### config.mk
export PLATFORM = sky130hd
export DESIGN_NAME = burst_addr_seq
export DESIGN_NICKNAME = d
export VERILOG_FILES = /design/src/rtl/burst_seq_pkg.sv /design/src/rtl/burst_ctr_next.sv /design/src/rtl/burst_lane_map.sv /design/src/rtl/burst_addr_seq.sv
export SDC_FILE = /design/constraint.sdc
export NUM_CORES = 1
export LEC_CHECK = 0
export ABC_AREA = 0
export BUFFER_PORTS_ARGS = -buffer_cell sky130_fd_sc_hd__buf_2
export CAP_MARGIN = 20
export CORE_MARGIN = 8
export CORE_UTILIZATION = 49
export CTS_BUF_LIST = sky130_fd_sc_hd__clkbuf_4 sky130_fd_sc_hd__clkbuf_8
export CTS_CLUSTER_DIAMETER = 30
export DETAILED_ROUTE_END_ITERATION = 8
export PLACE_DENSITY = 0.86
export RECOVER_POWER = 50
export SYNTH_ARGS = -nofsm -noshare
export SYNTH_HDL_FRONTEND = slang
export SYNTH_SLANG_ARGS = --single-unit
export TNS_END_PERCENT = 10
### constraint.sdc
create_clock -name clk -period 1.38 [get_ports clk]
set_clock_uncertainty 0.15 [all_clocks]
set_input_delay 0.138 -clock clk [delete_from_list [all_inputs] [get_ports clk]]
set_output_delay 0.138 -clock clk [all_outputs]
set_load 0.1 [all_outputs]
### src/rtl/burst_seq_pkg.sv
package burst_seq_pkg;
    // Width of the in-burst counter: four words per burst
    localparam int unsigned BURST_W = 2;

    typedef enum logic {
        ORD_LINEAR     = 1'b0,
        ORD_INTERLEAVE = 1'b1
    } burst_order_e;
endpackage

### src/rtl/burst_ctr_next.sv
module burst_ctr_next #(
    parameter int unsigned CW = 2
) (
    input  logic          step_en,
    input  logic [CW-1:0] cnt_q,
    output logic [CW-1:0] cnt_d
);
    // Natural wrap of the counter gives the four-word wrap
    always_comb begin
        cnt_d = cnt_q;
        if (step_en) begin
            cnt_d = cnt_q + {{(CW-1){1'b0}}, 1'b1};
        end
    end
endmodule

### src/rtl/burst_lane_map.sv
module burst_lane_map
    import burst_seq_pkg::*;
#(
    parameter int unsigned CW = 2
) (
    input  logic [CW-1:0] base_lo,
    input  logic [CW-1:0] cnt,
    input  burst_order_e  order,
    output logic [CW-1:0] lane
);
    logic [CW-1:0] lane_ilv;
    logic [CW-1:0] lane_lin;

    // Interleaved order is a bitwise XOR: each lane bit is independent
    for (genvar i = 0; i < CW; i++) begin : g_xor
        assign lane_ilv[i] = base_lo[i] ^ cnt[i];
    end

    // Linear order is modular addition within the burst
    assign lane_lin = base_lo + cnt;

    always_comb begin
        unique case (order)
            ORD_INTERLEAVE: lane = lane_ilv;
            default:        lane = lane_lin;
        endcase
    end
endmodule

### src/rtl/burst_addr_seq.sv
module burst_addr_seq
    import burst_seq_pkg::*;
#(
    parameter int unsigned ADDR_W = 20
) (
    input  logic              clk,
    input  logic              rst,
    input  logic              strobe_host,
    input  logic              strobe_ctrl,
    input  logic              advance,
    input  logic              order_sel,
    input  logic [ADDR_W-1:0] addr_in,
    output logic [ADDR_W-1:0] addr_out
);
    localparam int unsigned LO_W = BURST_W;
    localparam int unsigned HI_W = ADDR_W - LO_W;

    typedef struct packed {
        logic [ADDR_W-1:0] base;
        logic [LO_W-1:0]   cnt;
        burst_order_e      order;
    } seq_t;

    seq_t            st_d, st_q;
    logic            load;
    logic [LO_W-1:0] cnt_step;
    logic [LO_W-1:0] lane;

    assign load = strobe_host | strobe_ctrl;

    burst_ctr_next #(.CW(LO_W)) u_ctr (
        .step_en (advance),
        .cnt_q   (st_q.cnt),
        .cnt_d   (cnt_step)
    );

    // A load takes priority over a step on the same edge
    always_comb begin
        st_d = st_q;
        if (load) begin
            st_d.base  = addr_in;
            st_d.cnt   = '0;
            st_d.order = burst_order_e'(order_sel);
        end else begin
            st_d.cnt   = cnt_step;
        end
    end

    always_ff @(posedge clk) begin
        if (rst) begin
            st_q <= '{base: '0, cnt: '0, order: ORD_LINEAR};
        end else begin
            st_q <= st_d;
        end
    end

    burst_lane_map #(.CW(LO_W)) u_map (
        .base_lo (st_q.base[LO_W-1:0]),
        .cnt     (st_q.cnt),
        .order   (st_q.order),
        .lane    (lane)
    );

    assign addr_out = {st_q.base[ADDR_W-1:LO_W], lane};

    if (HI_W < 1) begin : g_bad_width
        initial $error("ADDR_W must exceed the burst counter width");
    end
endmodule

* Word-level counts from Yosys, hierarchy flattened
Cells that the tools add are included.
W data, S select, Z words.
** Word-level totals
- Output and inout port bits :: 20
- Bits of input ports :: 26
- Logic and storage cells :: 10
- Bits in registers :: 23
** Operators by class
- Reduce and logical (&&, ||, !) cells :: 1
- $add $sub $neg :: 2
- Bitwise logic cells :: 3
- Mux-type cells :: 1
** Operator list (count)
- $add A2 B1 Y2 const B :: 1
- $add A2 B2 Y2 :: 1
- $mux W2 :: 1
- $reduce_or A2 Y1 :: 1
- $xor A1 B1 Y1 :: 2
- $or A1 B1 Y1 :: 1

* Depth between registers and ports, before layout
Gate-level depths: netlist of run 1.
- Depth in word-level cells :: 2
- Depth in mapped cells :: 3
- Mapped depth without buffers :: 3

* Modules after synthesis
Synthesis of run 1 repeated with hierarchy kept, for this count alone.
** Second synthesis, totals
- Cells, all modules :: 123
- Area, all modules :: 1107.3 µm²
** By module, submodules not included
- burst_addr_seq :: cells each 116, times used 1, area an instance 1049.8 µm², seq. area each 460.4 µm²
- burst_lane_map :: cells each 4, times used 1, area an instance 36.3 µm², seq. area each 0.0 µm²
- burst_ctr_next :: cells each 3, times used 1, area an instance 21.3 µm², seq. area each 0.0 µm²

* Worst setup path after synthesis of run 1
No wires, ideal clock.
- Path kind :: register to output
- From :: reg st_q[1] (netlist bit)
- To :: out addr_out[1]
- Data required time :: 1.092 ns
- Arrival :: 2.193 ns
- Cell stages (with the launch flop) :: 4
- Path slack :: -1.101 ns
- Buffers on the path :: 0
- Cell sequence :: dfxtp_1 -> ha_1 -> nor2b_1 -> xnor2_1
** Between the ends
- Word-level cells in the longest chain between the ends :: 2
** RTL lines
- start: declaration :: RTL line burst_addr_seq.sv:24 : seq_t st_d, st_q;
- start signal: assignment :: RTL line burst_addr_seq.sv:51 : st_q <= '{base: '0, cnt: '0, order: ORD_LINEAR};
- start signal: assignment :: RTL line burst_addr_seq.sv:53 : st_q <= st_d;
- $add A2 B2 Y2 :: RTL line burst_lane_map.sv:20 : assign lane_lin = base_lo + cnt;
- $mux W2 :: RTL line burst_lane_map.sv:23 : unique case (order)
- end: declaration :: RTL line burst_addr_seq.sv:13 : output logic [ADDR_W-1:0] addr_out
Every way passes these cells.

* Worst setup path after layout of run 1
- From :: reg st_q[3] (netlist bit)
- To :: out addr_out[1]
The elaborated chain is that of the path after synthesis.

==> results of run 1 <==
==> logic make-up after synthesis <==
group	Yosys count
AO/OA/AOI/OAI	44
buffers and inverters	28
AND/OR/NAND/NOR	24
flip-flops	23
XOR/XNOR	3
adder cells (fa/ha/maj)	1
==> per-stage QoR <==
step                      utilization, %  std cells  hold WS (ps)
after floorplan                        -        123          56.8
after global placement              57.7        168           254
after detailed placement            57.7        168           256
after CTS                           71.3        195          81.8
after global routing                73.1        195          99.9
final                               73.1        195           100
==> worst max path at each step <==
stage	startpoint	end	cells past startpoint
2_1_floorplan	st_q[1]$_SDFFE_PP0P_	addr_out[1]	3
6_report	st_q[3]$_SDFFE_PP0P_	addr_out[1]	4
3_3_place_gp	st_q[4]$_SDFFE_PP0P_	addr_out[1]	3
3_5_place_dp	st_q[2]$_SDFFE_PP0P_	addr_out[1]	3
5_1_grt	st_q[3]$_SDFFE_PP0P_	addr_out[1]	4
4_1_cts	st_q[3]$_SDFFE_PP0P_	addr_out[1]	4
==> what timing repair did <==
item,in CTS,in global routing
gates resized for setup,8,16
pin swaps,2,0
buffers inserted,1,0
hold buffers,22,0
endpoints found under the hold margin,23,0
setup endpoints to repair,5,18
==> critical path, stage by stage (launching register included) <==
cell	delay [ps]
dfxtp_2	370
ha_4	120
nor2b_4	170
xnor2_4	140
buf_12	190
==> sequential cells by signal (all words and copies together) (netlist names) <==
name and flops:
addr_out 18, st_q 5
==> power by group through the flow <==
stage,Clock (W),Combinational (W),Sequential (W)
final,0.000302,0.000541,0.000725
after global routing,0.000351,0.000569,0.000731
after CTS,0.000312,0.000526,0.000724
after detailed placement,0,0.000468,0.000736
after global placement,0,0.000461,0.000733
after floorplan,0,0.000414,0.000732
==> synthesized netlist by cell type <==
library cell / number
clkbuf_2: 2
buf_4: 18
dfxtp_1: 23
buf_2: 1
nor2b_1: 1
nor4_1: 1
ha_1: 1
o21ai_0: 21
xnor2_1: 3
or3b_1: 17
a2111oi_0: 1
a21oi_1: 21
clkbuf_1: 7
or3b_2: 4
a21bo_2: 1
nand3b_1: 1
==> cell type report <==
cell class                      instances  area, µm²
Clock buffer                            3       22.5
Sequential cell                        23        464
Fill cell                             154        584
Timing Repair Buffer                   68        528
Clock inverter                          1       5.00
Multi-Input combinational cell         72        531
Tap cell                               28       35.0
==> per-layer routing <==
layer | global-route usage (%) | vias up
li1 | - | 508
met1 | 16.2 | 438
met2 | 24.6 | 40
met3 | 4.95 | 2
met4 | 4.74 | 0
met5 | 0 | -
==> results.yml, run 1 <==
synthesis:
  synth_adder_area_share_pct: 1.13
  yosys_warnings: 0
  synth_fp_nets: 150
  yosysTopAreaCell: "dfxtp_1"
  synth.area.top_cells: "dfxtp_1 42%, or3b_1 13%, buf_4 12%"
  synth_compound_area_share_pct: 20.7
  synth_top_family_by_area: "compound AO/OA/AOI/OAI gates"
  synth_xor_area_share_pct: 2.37
  syn_inst: 123
  ys_ff_latch: 23
  synth_mux_area_share_pct: 0
  yosysTopAreaCellShare_pct: 41.5
  ys_seq_area_share_pct: 41.5
  ys_types: 16
  syn_avg_cell_area_um2: 9.01
  synth_simple_gate_area_share_pct: 18.4
  synthesis.area_mm2: 0.00111
cts:
  root_buffer: "clkbuf_4"
  h-tree-depth: 1
  cts_buffers: 3
  cts_buffer_depth: 2
  path_clk_slew_ps: 120
  tritoncts: "yes"
  clock_latency_ps: 300
  clock-sinks: 23
final_layout:
  final_common_cell: "buf_2"
  syn_to_final_growth_pct: 43.0
  final_cell_mix: "25 x buf_2, 22 x dlygate4sd3_1, 21 x o21ai_0, 21 x a21oi_1, 20 x dfxtp_1"
  layout.nets: 195
  antenna_cells: 0
  layout-drive-gt1-share_pct: 37.1
  finalInstanceArea_mm2: 0.00159
detailed_routing:
  top_layer: "met4"
  drcViolationCount: 0
  drtIter0Drc: 47
  wl_met1_mm: 1.18
  viasPerCell: 5.07
  routed_wl_mm: 2.84
  firstDrtPassIters: 4
  dr_wl_met2_mm: 1.43
  wl_per_cell_um: 14.6
  postRouteAntennaNets: 0
  wl_met3_um: 214
  via_count: 988
placement:
  port_buffers: 45
  post-dp-hpwl_mm: 1.68
  place_area_mm2: 0.00125
  gp_congestion: 0.733
  pre_cts_ws_ps: 22.3
global_routing:
  grt_overflow: 0
  grt_pass1_wl_mm: 4.91
  track_usage_pct: 14.4
  grt_pass1_vias: 1066
  antenna_found_initial: 0
  grt_max_degree: 45
worst_setup_path:
  r2r_cells: 3
  worstSetupStartpointType: "flop"
  setup.worst_path.end_class: "output port"
  r2r_slack_ps: 100
  setup.worst_path.class: "flop to output port"
  r2r-end: "st_q[2]$_SDFFE_PP0P_"
  crit_required_ps: 1090
  crit_fanout: 2
  reg2reg_from: "st_q[1]$_SDFFE_PP0P_"
  crit_arrival_ps: 1290
timing:
  setup_viol: 1
  worst_pin_slew_ps: 590
  fmax_ghz: 0.633
  setup_ws_ps: -200
  rsz0062_at_grt: "yes"
  fin_setup_tns_ps: -200
  period_share_pct: 115
  max_slew_margin_pct: 60.7
  drv_slew: 0
  hold_viol_final: 0
  fin_crit_ps: 1580
power_and_ir_drop:
  power_w: 0.00157
  powerDensity_mw_per_mm2: 989
  combinationalPowerShare_pct: 34.5
  p_int_w: 0.000980
  leakage_nw: 0.630
  peakVddDrop_v: 0.000767
  clockPowerShare_pct: 19.2
  p_seq_share_pct: 46.2
  switchingPower_w: 0.000588
  swShare_pct: 37.5
run_status:
  status: "complete, but fails checks"
  violations: "negative setup slack"
die:
  die_h_um: 63.6
  dieArea_mm2: 0.00404
  initial_core_util_pct: 51.1
  row_count: 17
  die_w_um: 63.6
  top_level_ports: 46
  core-area_mm2: 0.00217
worst_hold_path:
  hold_path.class: "input pin to flop"
  whs_path_depth: 2
  worst_hold_path.endpoint: "addr_out[6]$_SDFFE_PP0P_"
  min_from: "rst"
job:
  maxCapViolations: 0
Note: power is estimated with default switching activity, not from simulation.
==> run 2: changes to the inputs <==
--- a/config.mk
+++ b/config.mk
@@ -13,6 +13,7 @@
 export CTS_BUF_LIST = sky130_fd_sc_hd__clkbuf_4 sky130_fd_sc_hd__clkbuf_8
 export CTS_CLUSTER_DIAMETER = 30
 export DETAILED_ROUTE_END_ITERATION = 8
+export GPL_TIMING_DRIVEN = 0
 export PLACE_DENSITY = 0.86
 export RECOVER_POWER = 50
 export SYNTH_ARGS = -nofsm -noshare
==> results.yml, run 2 (synthesized netlist as in run 1, its figures left out) <==
run_status:
  status: "complete, but fails checks"
  violations: "negative setup slack"
timing:
  drv_slew: 0
  hold_viol_final: 0
  period_share_pct: 116
  fin_crit_ps: 1600
  holdWs_ps: 40.2
  max_slew_margin_pct: 68.9
  fmax_ghz: 0.624
  rsz0062_at_grt: "yes"
  worst_pin_slew_ps: 466
  setup_viol: 2
  setup_ws_ps: -223
final_layout:
  layout-drive-gt1-share_pct: 41.3
  nFillCells: 131
  ff_latch_area_um2: 463
  finalInstanceArea_mm2: 0.00181
  antenna_cells: 0
  final_cells: 224
  syn_to_final_growth_pct: 63.0
  multiInputGateArea_um2: 524
  final_cell_mix: "25 x buf_4, 24 x buf_2, 23 x dlygate4sd3_1"
  final_common_cell: "buf_4"
  layout.nets: 224
  largest_reg_flops: 18
power_and_ir_drop:
  power_w: 0.00167
  peakVddDrop_v: 0.000749
  powerDensity_mw_per_mm2: 923
  leakage_nw: 0.758
cts:
  h-tree-depth: 1
  root_buffer: "clkbuf_4"
  tritoncts: "yes"
  clock_latency_ps: 310
  cts_buffer_depth: 2
  path_clk_slew_ps: 130
  clock-sinks: 23
  cts_buffers: 3
detailed_routing:
  viasPerCell: 5.13
  firstDrtPassIters: 4
  drtIter0Drc: 40
  wl_per_cell_um: 15.9
  drcViolationCount: 0
  via_count: 1148
  routed_wl_mm: 3.57
  postRouteAntennaNets: 0
worst_setup_path:
  worstSetupStartpointType: "flop"
  slowest_stage: "dfxtp_2"
  setup.worst_path.class: "flop to output port"
  crit_fanout: 2
  path_delay_family: "flip-flops"
  crit_required_ps: 1090
  setup.worst_path.end_class: "output port"
  crit_path_cell_trace: "ha_4, nor2b_4, xnor2_4, buf_12"
  crit_arrival_ps: 1310
  critical_path_buf_inv_count: 1
  critPathMaxStageDelay_ps: 380
die:
  initial_core_util_pct: 51.1
  core-area_mm2: 0.00217
  top_level_ports: 46
  die_h_um: 63.6
  dieArea_mm2: 0.00404
  row_count: 17
  die_w_um: 63.6
global_routing:
  grt_overflow: 0
  antenna_found_initial: 0
  grt_pass1_vias: 1241
  grt_pass1_wl_mm: 5.57
  grt_max_degree: 14
  track_usage_pct: 16.7
placement:
  gp_congestion: 0.770
  dp_cells: 196
  pre_cts_ws_ps: -150
  port_buffers: 45
  post-dp-hpwl_mm: 2.21
  place_area_mm2: 0.00140
worst_hold_path:
  hold_path.class: "input pin to flop"
job:
  maxCapViolations: 0
## run 2: worst min-delay path, delay by kind of cell
family                 cells  cell delay [ps]
buffers and inverters      1              150
and+or+nand+nor            1              130
AOI/OAI and AO/OA          1               50
## run 2: timing repair
action,CTS,global route
setup endpoints to repair,20,15
hold buffers,23,0
pin swaps,2,0
gates cloned,0,0
gates resized for setup,29,14
endpoints found under the hold margin,23,0
buffers inserted,1,0
## run 2: per-stage QoR
| stage | TNS [ps] | utilization, % |
|---|---|---|
| after floorplan | -110 | - |
| after global placement | -141 | 64.5 |
| after detailed placement | -150 | 64.5 |
| after CTS | -229 | 81.0 |
| after global routing | -414 | 83.3 |
| final | -229 | 83.3 |
## run 2: where the power goes
| group | total [W] | internal, W | switching (W) |
|---|---|---|---|
| Combinational | 0.000629 | 0.000229 | 0.000400 |
| Sequential | 0.000726 | 0.000704 | 0.0000229 |
| Clock | 0.000313 | 0.000108 | 0.000204 |
## run 2: final cells by class
| type | instances | area share (%) |
|---|---|---|
| clock buffer | 3 | 1.25 |
| timing repair buffer | 69 | 32.1 |
| sequential | 23 | 25.6 |
| tap | 28 | 1.94 |
| multi-input combinational | 72 | 29.0 |
| clock inverter | 1 | 0.277 |
| buffer | 28 | 9.76 |
## run 2: worst paths after layout
kind | to | depth (start not counted) | startpoint | slack (ps)
worst max-delay path | addr_out[1] | 4 | st_q[1]$_SDFFE_PP0P_ | -220
worst min-delay path | addr_out[17]$_SDFFE_PP0P_ | 3 | strobe_host | 40
worst max register to register | st_q[2]$_SDFFE_PP0P_ | 3 | st_q[1]$_SDFFE_PP0P_ | 140
worst min register to register | addr_out[5]$_SDFFE_PP0P_ | 2 | addr_out[5]$_SDFFE_PP0P_ | 410
## run 2: metal layers
layer | up-vias | wire [µm] | track usage (%)
met1 | 528 | 1430 | 17.6
met3 | 9 | 247 | 5.65
li1 | 566 | - | -
met4 | 0 | 76 | 6.41
met5 | - | 0 | 0
met2 | 45 | 1810 | 29.9
==> run 3: changes to the inputs <==
--- a/config.mk
+++ b/config.mk
@@ -6,15 +6,15 @@
 export NUM_CORES = 1
 export LEC_CHECK = 0
 export ABC_AREA = 0
-export BUFFER_PORTS_ARGS = -buffer_cell sky130_fd_sc_hd__buf_2
 export CAP_MARGIN = 20
 export CORE_MARGIN = 8
 export CORE_UTILIZATION = 49
-export CTS_BUF_LIST = sky130_fd_sc_hd__clkbuf_4 sky130_fd_sc_hd__clkbuf_8
+export CTS_BUF_LIST = sky130_fd_sc_hd__clkbuf_4 sky130_fd_sc_hd__clkbuf_8 sky130_fd_sc_hd__clkbuf_16
 export CTS_CLUSTER_DIAMETER = 30
 export DETAILED_ROUTE_END_ITERATION = 8
+export DONT_BUFFER_PORTS = 1
 export GPL_TIMING_DRIVEN = 0
-export PLACE_DENSITY = 0.86
+export PLACE_DENSITY = 0.69
 export RECOVER_POWER = 50
 export SYNTH_ARGS = -nofsm -noshare
 export SYNTH_HDL_FRONTEND = slang
==> results.yml, run 3 (synthesized netlist as in run 1, its figures left out) <==
worst_hold_path:
  whs_path_depth: 3
  worst_hold_path.endpoint: "addr_out[12]$_SDFFE_PP0P_"
  hold_path.class: "input pin to flop"
  min_from: "strobe_host"
timing:
  hold_viol_final: 0
  rsz0062_at_grt: "yes"
  drv_slew: 0
  fin_crit_ps: 1810
  fmax_ghz: 0.552
  period_share_pct: 131
  max_slew_margin_pct: 51.0
  fin_setup_tns_ps: -447
  setup_ws_ps: -432
  setup_viol: 2
  worst_pin_slew_ps: 735
final_layout:
  syn_to_final_growth_pct: 33.0
  final_cell_mix: "25 x dlygate4sd3_1, 21 x o21ai_0, 21 x a21oi_1, 21 x dfxtp_1, 17 x or3b_1"
  multiInputGateArea_um2: 512
  fin_util_pct: 67.9
  ff_latch_area_um2: 463
  layout.nets: 181
  nFillCells: 182
  layout-drive-gt1-share_pct: 23.5
  largest_reg_flops: 18
  antenna_cells: 0
  final_common_cell: "dlygate4sd3_1"
global_routing:
  grt_max_degree: 13
  grt_pass1_vias: 1038
  grt_pass1_wl_mm: 4.88
  antenna_found_initial: 0
  grt_overflow: 0
  track_usage_pct: 14.5
die:
  row_count: 17
  dieArea_mm2: 0.00404
  top_level_ports: 46
  die_h_um: 63.6
  core-area_mm2: 0.00217
  initial_core_util_pct: 51.1
  die_w_um: 63.6
worst_setup_path:
  crit_arrival_ps: 1520
  crit_required_ps: 1090
  crit_fanout: 2
  path_delay_family: "XOR/XNOR gates"
  setup.worst_path.end_class: "output port"
  critical_path_buf_inv_count: 0
  reg2reg_from: "st_q[1]$_SDFFE_PP0P_"
  setup.worst_path.class: "flop to output port"
  worstSetupStartpointType: "flop"
  r2r-end: "st_q[2]$_SDFFE_PP0P_"
  critPathMaxStageDelay_ps: 590
  r2r_cells: 3
  slowest_stage: "xnor2_4"
  r2r_slack_ps: 110
  crit_path_cell_trace: "ha_4, nor2b_4, xnor2_4"
  worst-path-stages: 3
detailed_routing:
  drtIter0Drc: 12
  viasPerCell: 5.30
  postRouteAntennaNets: 0
  firstDrtPassIters: 5
  routed_wl_mm: 2.82
  via_count: 959
  drcViolationCount: 0
  wl_per_cell_um: 15.6
placement:
  post-dp-hpwl_mm: 1.89
  port_buffers: 0
  gp_congestion: 0.710
run_status:
  status: "complete, but fails checks"
  violations: "negative setup slack"
power_and_ir_drop:
  clockPowerShare_pct: 20.7
  peakVddDrop_v: 0.000728
  p_int_w: 0.000979
  combinationalPowerShare_pct: 32.7
  p_seq_share_pct: 46.6
  leakage_nw: 0.548
  swShare_pct: 36.9
  switchingPower_w: 0.000572
  powerDensity_mw_per_mm2: 1050
cts:
  cts_buffer_depth: 2
  clock-sinks: 23
  cts_buffers: 3
  tritoncts: "yes"
  h-tree-depth: 1
  root_buffer: "clkbuf_4"
  clock_latency_ps: 300
  path_clk_slew_ps: 120
job:
  maxCapViolations: 0
## run 3: layout make-up
class                           instances  share of cell area (%)
Buffer                                 28                    12.0
Tap cell                               28                    2.38
Multi-Input combinational cell         72                    34.7
Timing Repair Buffer                   26                    17.5
Clock buffer                            4                    2.04
Sequential cell                        23                    31.4
## run 3: how the worst max path moves through the flow
stage                                    start          end
final                     st_q[3]$_SDFFE_PP0P_  addr_out[1]
after global routing      st_q[3]$_SDFFE_PP0P_  addr_out[1]
after CTS                 st_q[3]$_SDFFE_PP0P_  addr_out[1]
after detailed placement  st_q[1]$_SDFFE_PP0P_  addr_out[1]
after global placement    st_q[1]$_SDFFE_PP0P_  addr_out[1]
after floorplan           st_q[1]$_SDFFE_PP0P_  addr_out[1]
## run 3: routing by layer
| metal | wire length [µm] | part of all wire, % | track usage [%] |
|---|---|---|---|
| met2 | 1530 | 54 | 26.4 |
| met4 | 20 | 0.71 | 5.85 |
| met3 | 133 | 4.7 | 3.71 |
| met1 | 1140 | 40 | 15.4 |
| met5 | 0 | 0 | 0 |
## run 3: repair_timing
item,4_1_cts,5_1_grt
pin swaps,1,0
hold buffers,25,0
setup buffers,1,0
endpoints found under the setup margin,2,9
resized for setup,2,2
endpoints found under the hold margin,23,0
## run 3: through the flow
step | instances | instance area, µm² | worst slack, ps | power, W | hold slack [ps]
4_1_cts | 181 | 1470 | -451 | 0.00157 | 57.5
5_1_grt | 181 | 1470 | -488 | 0.00162 | 82.2
2_1_floorplan | 123 | 1140 | -110 | 0.00115 | 56.8
3_5_place_dp | 151 | 1170 | -149 | 0.00118 | 61.6
6_report | 181 | 1470 | -432 | 0.00155 | 70.5
3_3_place_gp | 151 | 1170 | -129 | 0.00117 | 58.6
## run 3: worst reg2reg max path, stage by stage (launching register included)
cell and delay [ps]:
dfxtp_2 350, buf_4 140, a21bo_2 200, a2111oi_1 320
## run 3: power groups by stage
stage               Sequential (W)  Clock [W]  Combinational, W
floorplan                 0.000732          0          0.000414
global placement          0.000735          0          0.000438
detailed placement        0.000737          0          0.000442
CTS                       0.000724   0.000339          0.000508
global route              0.000728   0.000360          0.000532
finish                    0.000723   0.000321          0.000506
